**src/rtl/brmw_pkg.sv**
```systemverilog
package brmw_pkg;
  typedef enum logic [1:0] {
    OP_TEST = 2'b00,
    OP_AND  = 2'b01,
    OP_XOR  = 2'b10,
    OP_OR   = 2'b11
  } brmw_op_e;

  typedef enum logic [1:0] {
    ST_IDLE  = 2'b00,
    ST_READ  = 2'b01,
    ST_WRITE = 2'b10,
    ST_DONE  = 2'b11
  } brmw_state_e;
endpackage

```
**src/rtl/brmw_addr_gen.sv**
```systemverilog
module brmw_addr_gen #(
  parameter int ADDR_W = 32
) (
  input  logic [ADDR_W-1:0] idx_val,
  input  logic [ADDR_W-1:0] base_val,
  output logic [ADDR_W-1:0] eff_addr
);
  // Sum truncated to the address width: wraps modulo 2^ADDR_W.
  assign eff_addr = idx_val + base_val;
endmodule

```
**src/rtl/brmw_logic_alu.sv**
```systemverilog
module brmw_logic_alu
  import brmw_pkg::*;
#(
  parameter int DATA_W = 8
) (
  input  brmw_op_e          op,
  input  logic [DATA_W-1:0] operand,
  input  logic [DATA_W-1:0] mem_byte,
  output logic [DATA_W-1:0] result,
  output logic              masked_zero
);
  logic [DATA_W-1:0] and_v;

  assign and_v       = mem_byte & operand;
  assign masked_zero = (and_v == '0);

  always_comb begin
    unique case (op)
      OP_AND:  result = and_v;
      OP_XOR:  result = mem_byte ^ operand;
      OP_OR:   result = mem_byte | operand;
      default: result = mem_byte;
    endcase
  end
endmodule

```
**src/rtl/brmw_seq.sv**
```systemverilog
module brmw_seq
  import brmw_pkg::*;
#(
  parameter int ADDR_W = 32,
  parameter int DATA_W = 8
) (
  input  logic              clk,
  input  logic              rst,
  input  logic              start,
  input  brmw_op_e          op,
  input  logic [DATA_W-1:0] imm,
  input  logic [ADDR_W-1:0] eff_addr,
  input  logic              flag_in,
  input  logic [DATA_W-1:0] alu_result,
  input  logic              alu_zero,
  output brmw_op_e          op_q,
  output logic [DATA_W-1:0] imm_q,
  output logic              flag_out,
  output logic              done,
  output logic              mem_req,
  output logic              mem_we,
  output logic [ADDR_W-1:0] mem_addr,
  output logic [DATA_W-1:0] mem_wdata,
  input  logic              mem_ready
);
  brmw_state_e state;

  always_ff @(posedge clk) begin
    if (rst) begin
      state     <= ST_IDLE;
      op_q      <= OP_TEST;
      imm_q     <= '0;
      flag_out  <= 1'b0;
      done      <= 1'b0;
      mem_req   <= 1'b0;
      mem_we    <= 1'b0;
      mem_addr  <= '0;
      mem_wdata <= '0;
    end else begin
      done <= 1'b0;
      unique case (state)
        ST_IDLE: begin
          if (start) begin
            op_q     <= op;
            imm_q    <= imm;
            mem_addr <= eff_addr;
            flag_out <= flag_in;
            mem_req  <= 1'b1;
            mem_we   <= 1'b0;
            state    <= ST_READ;
          end
        end
        ST_READ: begin
          if (mem_ready) begin
            if (op_q == OP_TEST) begin
              flag_out <= alu_zero;
              mem_req  <= 1'b0;
              done     <= 1'b1;
              state    <= ST_DONE;
            end else begin
              mem_we    <= 1'b1;
              mem_wdata <= alu_result;
              state     <= ST_WRITE;
            end
          end
        end
        ST_WRITE: begin
          if (mem_ready) begin
            mem_req <= 1'b0;
            mem_we  <= 1'b0;
            done    <= 1'b1;
            state   <= ST_DONE;
          end
        end
        default: state <= ST_IDLE;
      endcase
    end
  end

  AST_REQ_HOLD: assert property (@(posedge clk) disable iff (rst)
    (mem_req && !mem_ready) |=> (mem_req && $stable(mem_we) && $stable(mem_addr) && $stable(mem_wdata)))
    else $error("request dropped or changed before ready");

  AST_FIRST_READ: assert property (@(posedge clk) disable iff (rst)
    $rose(mem_req) |-> !mem_we)
    else $error("operation began with a write");

  AST_TEST_NO_WRITE: assert property (@(posedge clk) disable iff (rst)
    (mem_req && op_q == OP_TEST) |-> !mem_we)
    else $error("test operation issued a write");

  AST_DONE_PULSE: assert property (@(posedge clk) disable iff (rst)
    done |=> !done)
    else $error("done longer than one cycle");

  AST_DONE_NO_REQ: assert property (@(posedge clk) disable iff (rst)
    done |-> !mem_req)
    else $error("request active during done");

  AST_IDLE_DONE_WAIT: assert property (@(posedge clk) disable iff (rst)
    (state == ST_DONE) |=> (state == ST_IDLE))
    else $error("sequencer failed to return to idle");
endmodule

```
**src/rtl/byte_rmw_unit.sv**
```systemverilog
module byte_rmw_unit
  import brmw_pkg::*;
#(
  parameter int ADDR_W = 32
) (
  input  logic              clk,
  input  logic              rst,
  input  logic              start,
  input  logic [1:0]        op,
  input  logic [7:0]        imm,
  input  logic [ADDR_W-1:0] idx_val,
  input  logic [ADDR_W-1:0] base_val,
  input  logic              flag_in,
  output logic              flag_out,
  output logic              done,
  output logic              mem_req,
  output logic              mem_we,
  output logic [ADDR_W-1:0] mem_addr,
  output logic [7:0]        mem_wdata,
  input  logic [7:0]        mem_rdata,
  input  logic              mem_ready
);
  localparam int DATA_W = 8;

  logic [ADDR_W-1:0] eff_addr;
  brmw_op_e          op_q;
  logic [DATA_W-1:0] imm_q;
  logic [DATA_W-1:0] alu_result;
  logic              alu_zero;

  brmw_addr_gen #(.ADDR_W(ADDR_W)) u_addr (
    .idx_val  (idx_val),
    .base_val (base_val),
    .eff_addr (eff_addr)
  );

  brmw_logic_alu #(.DATA_W(DATA_W)) u_alu (
    .op          (op_q),
    .operand     (imm_q),
    .mem_byte    (mem_rdata),
    .result      (alu_result),
    .masked_zero (alu_zero)
  );

  brmw_seq #(.ADDR_W(ADDR_W), .DATA_W(DATA_W)) u_seq (
    .clk        (clk),
    .rst        (rst),
    .start      (start),
    .op         (brmw_op_e'(op)),
    .imm        (imm),
    .eff_addr   (eff_addr),
    .flag_in    (flag_in),
    .alu_result (alu_result),
    .alu_zero   (alu_zero),
    .op_q       (op_q),
    .imm_q      (imm_q),
    .flag_out   (flag_out),
    .done       (done),
    .mem_req    (mem_req),
    .mem_we     (mem_we),
    .mem_addr   (mem_addr),
    .mem_wdata  (mem_wdata),
    .mem_ready  (mem_ready)
  );

  AST_RST_QUIET: assert property (@(posedge clk)
    $past(rst) |-> (!done && !mem_req && !mem_we && !flag_out))
    else $error("outputs not cleared by reset");
endmodule

```
**config.mk**
```make
export PLATFORM = sky130hd
export DESIGN_NAME = byte_rmw_unit
export DESIGN_NICKNAME = d
export VERILOG_FILES = /design/src/rtl/brmw_pkg.sv /design/src/rtl/brmw_addr_gen.sv /design/src/rtl/brmw_logic_alu.sv /design/src/rtl/brmw_seq.sv /design/src/rtl/byte_rmw_unit.sv
export SDC_FILE = /design/constraint.sdc
export NUM_CORES = 1
export LEC_CHECK = 0
export ABC_AREA = 0
export BUFFER_PORTS_ARGS = -buffer_cell sky130_fd_sc_hd__buf_2
export CORE_AREA = 2 2 84 102
export CTS_CLUSTER_DIAMETER = 30
export DETAILED_ROUTE_END_ITERATION = 12
export DIE_AREA = 0 0 86 104
export PLACE_DENSITY = 0.82
export SLEW_MARGIN = 10
export SYNTH_ARGS = -nofsm -noshare
export SYNTH_HDL_FRONTEND = slang
export SYNTH_SLANG_ARGS = --single-unit
export TNS_END_PERCENT = 10
```
**constraint.sdc**
```tcl
create_clock -name clk -period 5.6 [get_ports clk]
set_clock_uncertainty 0.15 [all_clocks]
set_input_delay 0.84 -clock clk [delete_from_list [all_inputs] [get_ports clk]]
set_output_delay 0.84 -clock clk [all_outputs]
set_load 0.02 [all_outputs]
```
==> impl_summary.md <==
Drt
The ratio of routed vias to standard cells is 5.72. The pre-antenna-repair detailed-routing pass consisted of 5 iterations. The wire length per cell is 14.1 um. The overall routed net length is 10,500 um. The number of design rule violations left after detail routing is 0. The number of antenna-violating nets in the routed design is 0. After the first detailed-routing iteration, the DRC count stood at 133. The number of vias after detailed routing is 4,250.

Die
The initial core utilization is 52.1%. After floorplanning, the core was sized to cover 7970 um2. In this run the horizontal extent of the chip is 86 um. The floorplan step set the die height to 104 um. The standard-cell row count is 36. The area of the die is 8940 um2. The I/O pin count is 131.

CTS
The clock latency on the worst-skew pair is 0.31 ns. The clock-pin slew on the worst setup and hold paths is 0.10 ns. The post-CTS setup buffer count is 0. The number of gates resized after CTS was 0. Counting the buffers created by CTS gives 5. The CTS tree is yes. The total clock sinks is 56. The level count of the clock H-tree is 2. The number of buffers on the longest clock path is 2.

The root buffer cell is clkbuf_8. After clock tree synthesis, the flow added hold-fix buffers numbering 0.

Synthesis
For this run, asynchronously set or reset flops after synthesis account for 0%. By area the synthesized netlist is led by dfxtp_1 (27%), ha_1 (15%), a21oi_1 (7.1%). The sequential share of the synthesized area is 27.0%.

During synthesis, Yosys emitted a total of 0 warnings. The count of different cell masters after synthesis is 51. A synthesized cell averages 7.76 um2. The count of flip-flops with a built-in enable after synthesis is 0. The summed instance area of the synthesized netlist is 4150 um2. The biggest area consumer among synthesized cells is dfxtp_1.

The synthesized design contains 56 register bits. The share of synthesized area in the top cell type comes to 27.0%. The synthesized net count is 674. The cell count after synthesis came out at 535. The most common flop cell mapped by yosys is dfxtp_1.

GRT
The via count of the first global-routing pass is 4,033. The total routing resource utilization after global routing is 23.5%. The largest net degree at the start of global routing is 65. The number of antenna violations at the first check in global routing was 0.

The total congestion overflow after global routing is 0. The wire length of the first global-routing pass is 17,600 um.

Worst setup path
The most critical setup path has its startpoint at idx_val[0]. The type of destination of the critical path is a flop. Setup slack on the worst reg-to-reg path comes out at 3.39 ns. The reg-to-reg critical path endpoint is u_seq.mem_addr[19]. STA puts the critical path data required time at 5.65 ns. The worst setup path is launched from an input pin.

The source of the worst register-to-register timing path is u_seq.state[0]. Of all nets on the critical path, the largest fanout is 4. STA puts the critical path data arrival time at 3.38 ns.

The length in cells of the worst reg-to-reg path is 6. The critical path ends at u_seq.mem_addr[30]. The critical path class is in2reg.

Timing
In this run the tightest slew margin relative to its limit is 24.9%. Hold is met by 0.309 ns. Setup repair after global routing left no endpoint under its margin. Static timing analysis puts the maximum clock frequency at 0.300 GHz. The count of endpoints failing hold in the final timing report is 0. The number of pins with negative max-slew slack in the final report came to 0. The final setup TNS is 0 ns. The final worst setup slack is 2.27 ns. Setup violations remaining at the end of the flow were counted as 0. The actual transition at the worst max-transition pin is 1.12 ns.

The worst path needs 3.33 ns of the cycle, external delays included. The period utilization is 59.4%.

Placed design
Buffers placed on the I/O ports in this run total 130. The placement-stage cell area is 4830 um2. At the end of routability-driven placement, the weighted congestion stood at 0.864. The worst slack at placement is 1.94 ns. The wire-length estimate of the detail-placed layout is 8120 um.

In this run, placement finished with an instance count of 735.

Layout
The filler cells instantiated in the layout total 706. The top cell types in the final layout, fill and taps aside, are buf_2 (130), nand2_1 (71), a21oi_1 (59). Compared with the post-synthesis result, the final layout area differs by 19.1%. In the final design database the tool counted 786 nets. The count of antenna diodes in the layout is 0.

The area of all placed cells without fillers is 4950 um2. The most common cell after layout, fill and taps aside is buf_2. The final standard cell count with taps included and fillers excluded is 743. The post-route netlist has 22.7% of its cells at a drive strength greater than 1. The core utilization of the finished layout is 62.0%.

Pwr
In this run the power density over the cells is 319 nW/um2. For this design the static power due to leakage is 2.41 nW. The largest vdd supply drop is 168 uV. Summing internal, switching and leakage power gives 1.58 mW.

Job
The number of maximum-capacitance violations is 0.

Status
The run finished with clean final reports.

Hold path
The tightest min-delay check is of the reg2reg type.
flip-flops by register name, indices dropped and copies added (netlist names):
signal	count
u_seq.mem_wdata	8
u_seq.imm_q	8
u_seq.mem_req	1
u_seq.state	2
u_seq.op_q	2
u_seq.mem_we	1
u_seq.mem_addr	32
u_seq.done	1
u_seq.flag_out	1
critical path, stage by stage:
cell and delay (ns):
buf_2 0.10, ha_1 0.23, fa_1 0.43, a211oi_1 0.32, o21bai_1 0.16, o2111ai_1 0.32, a211oi_1 0.17, o21ai_0 0.38
a21boi_0 0.18, xnor2_1 0.16, o21ai_0 0.09
synthesized netlist by cell type, drive strengths merged (2+ instances only):
cell type,number
nand4,4
a211o,4
and3,5
a21o,23
nand2,71
clkbuf,21
xor2,5
a31oi,5
a211oi,25
nand3,6
xnor2,16
nor3,11
mux2i,5
nor2,50
a21oi,60
nand2b,7
o21ai,30
and2,2
ha,51
nor4,4
inv,25
nand3b,5
o21a,2
dfxtp,56
o211ai,4
nor3b,3
o211a,2
buf,6
nor4b,2
o21bai,6
nand4b,2
a311oi,2
a21boi,2
o2111ai,2
where the power goes:
| group | internal (mW) | switching (mW) | total, mW | leakage, nW |
|---|---|---|---|---|
| registers | 0.488 | 0.0655 | 0.554 | 0.459 |
| logic | 0.285 | 0.467 | 0.751 | 1.90 |
| clock network | 0.133 | 0.138 | 0.271 | 0.0541 |
| total | 0.906 | 0.671 | 1.58 | 2.41 |
worst min path at each step:
stage	from	to	cells after the start
CTS	u_seq.mem_addr[12]	u_seq.mem_addr[12]	2
detailed placement	u_seq.mem_addr[12]	u_seq.mem_addr[12]	2
finish	u_seq.mem_addr[11]	u_seq.mem_addr[11]	2
floorplan	u_seq.imm_q[0]	u_seq.imm_q[0]	2
global route	u_seq.mem_addr[17]	u_seq.mem_addr[17]	2
global placement	u_seq.mem_addr[17]	u_seq.mem_addr[17]	2
layer usage:
metal | wire length (um) | share of wire, % | up-vias | global-route usage (%)
li1 | - | - | 2133 | -
met1 | 4390 | 42 | 1938 | 28.1
met2 | 5190 | 49 | 150 | 41.3
met3 | 586 | 5.6 | 29 | 3.65
met4 | 347 | 3.3 | 0 | 9.18
met5 | 0 | 0 | - | 0
cell families (layout without fill, tap and decap cells):
logic type,after synthesis,in the layout,synth area share (%)
simple gates,175,175,19.2
compound gates,173,173,27.3
flops,56,56,27.0
fa+ha+maj,52,52,15.8
buf+inv,52,165,4.73
xor+xnor,21,21,4.43
mux,6,6,1.48
cell type report:
class / instances / area (um2) / share of cell area (%)
clock buffers: 5 / 68.8 / 1.39
clock inverters: 3 / 42.5 / 0.860
inverters: 25 / 93.8 / 1.90
multi-input cells: 427 / 2840 / 57.3
flip-flops and latches: 56 / 1120 / 22.7
well taps: 95 / 119 / 2.40
repair buffers: 132 / 666 / 13.5
No activity file was read; power rests on OpenSTA's default activity.
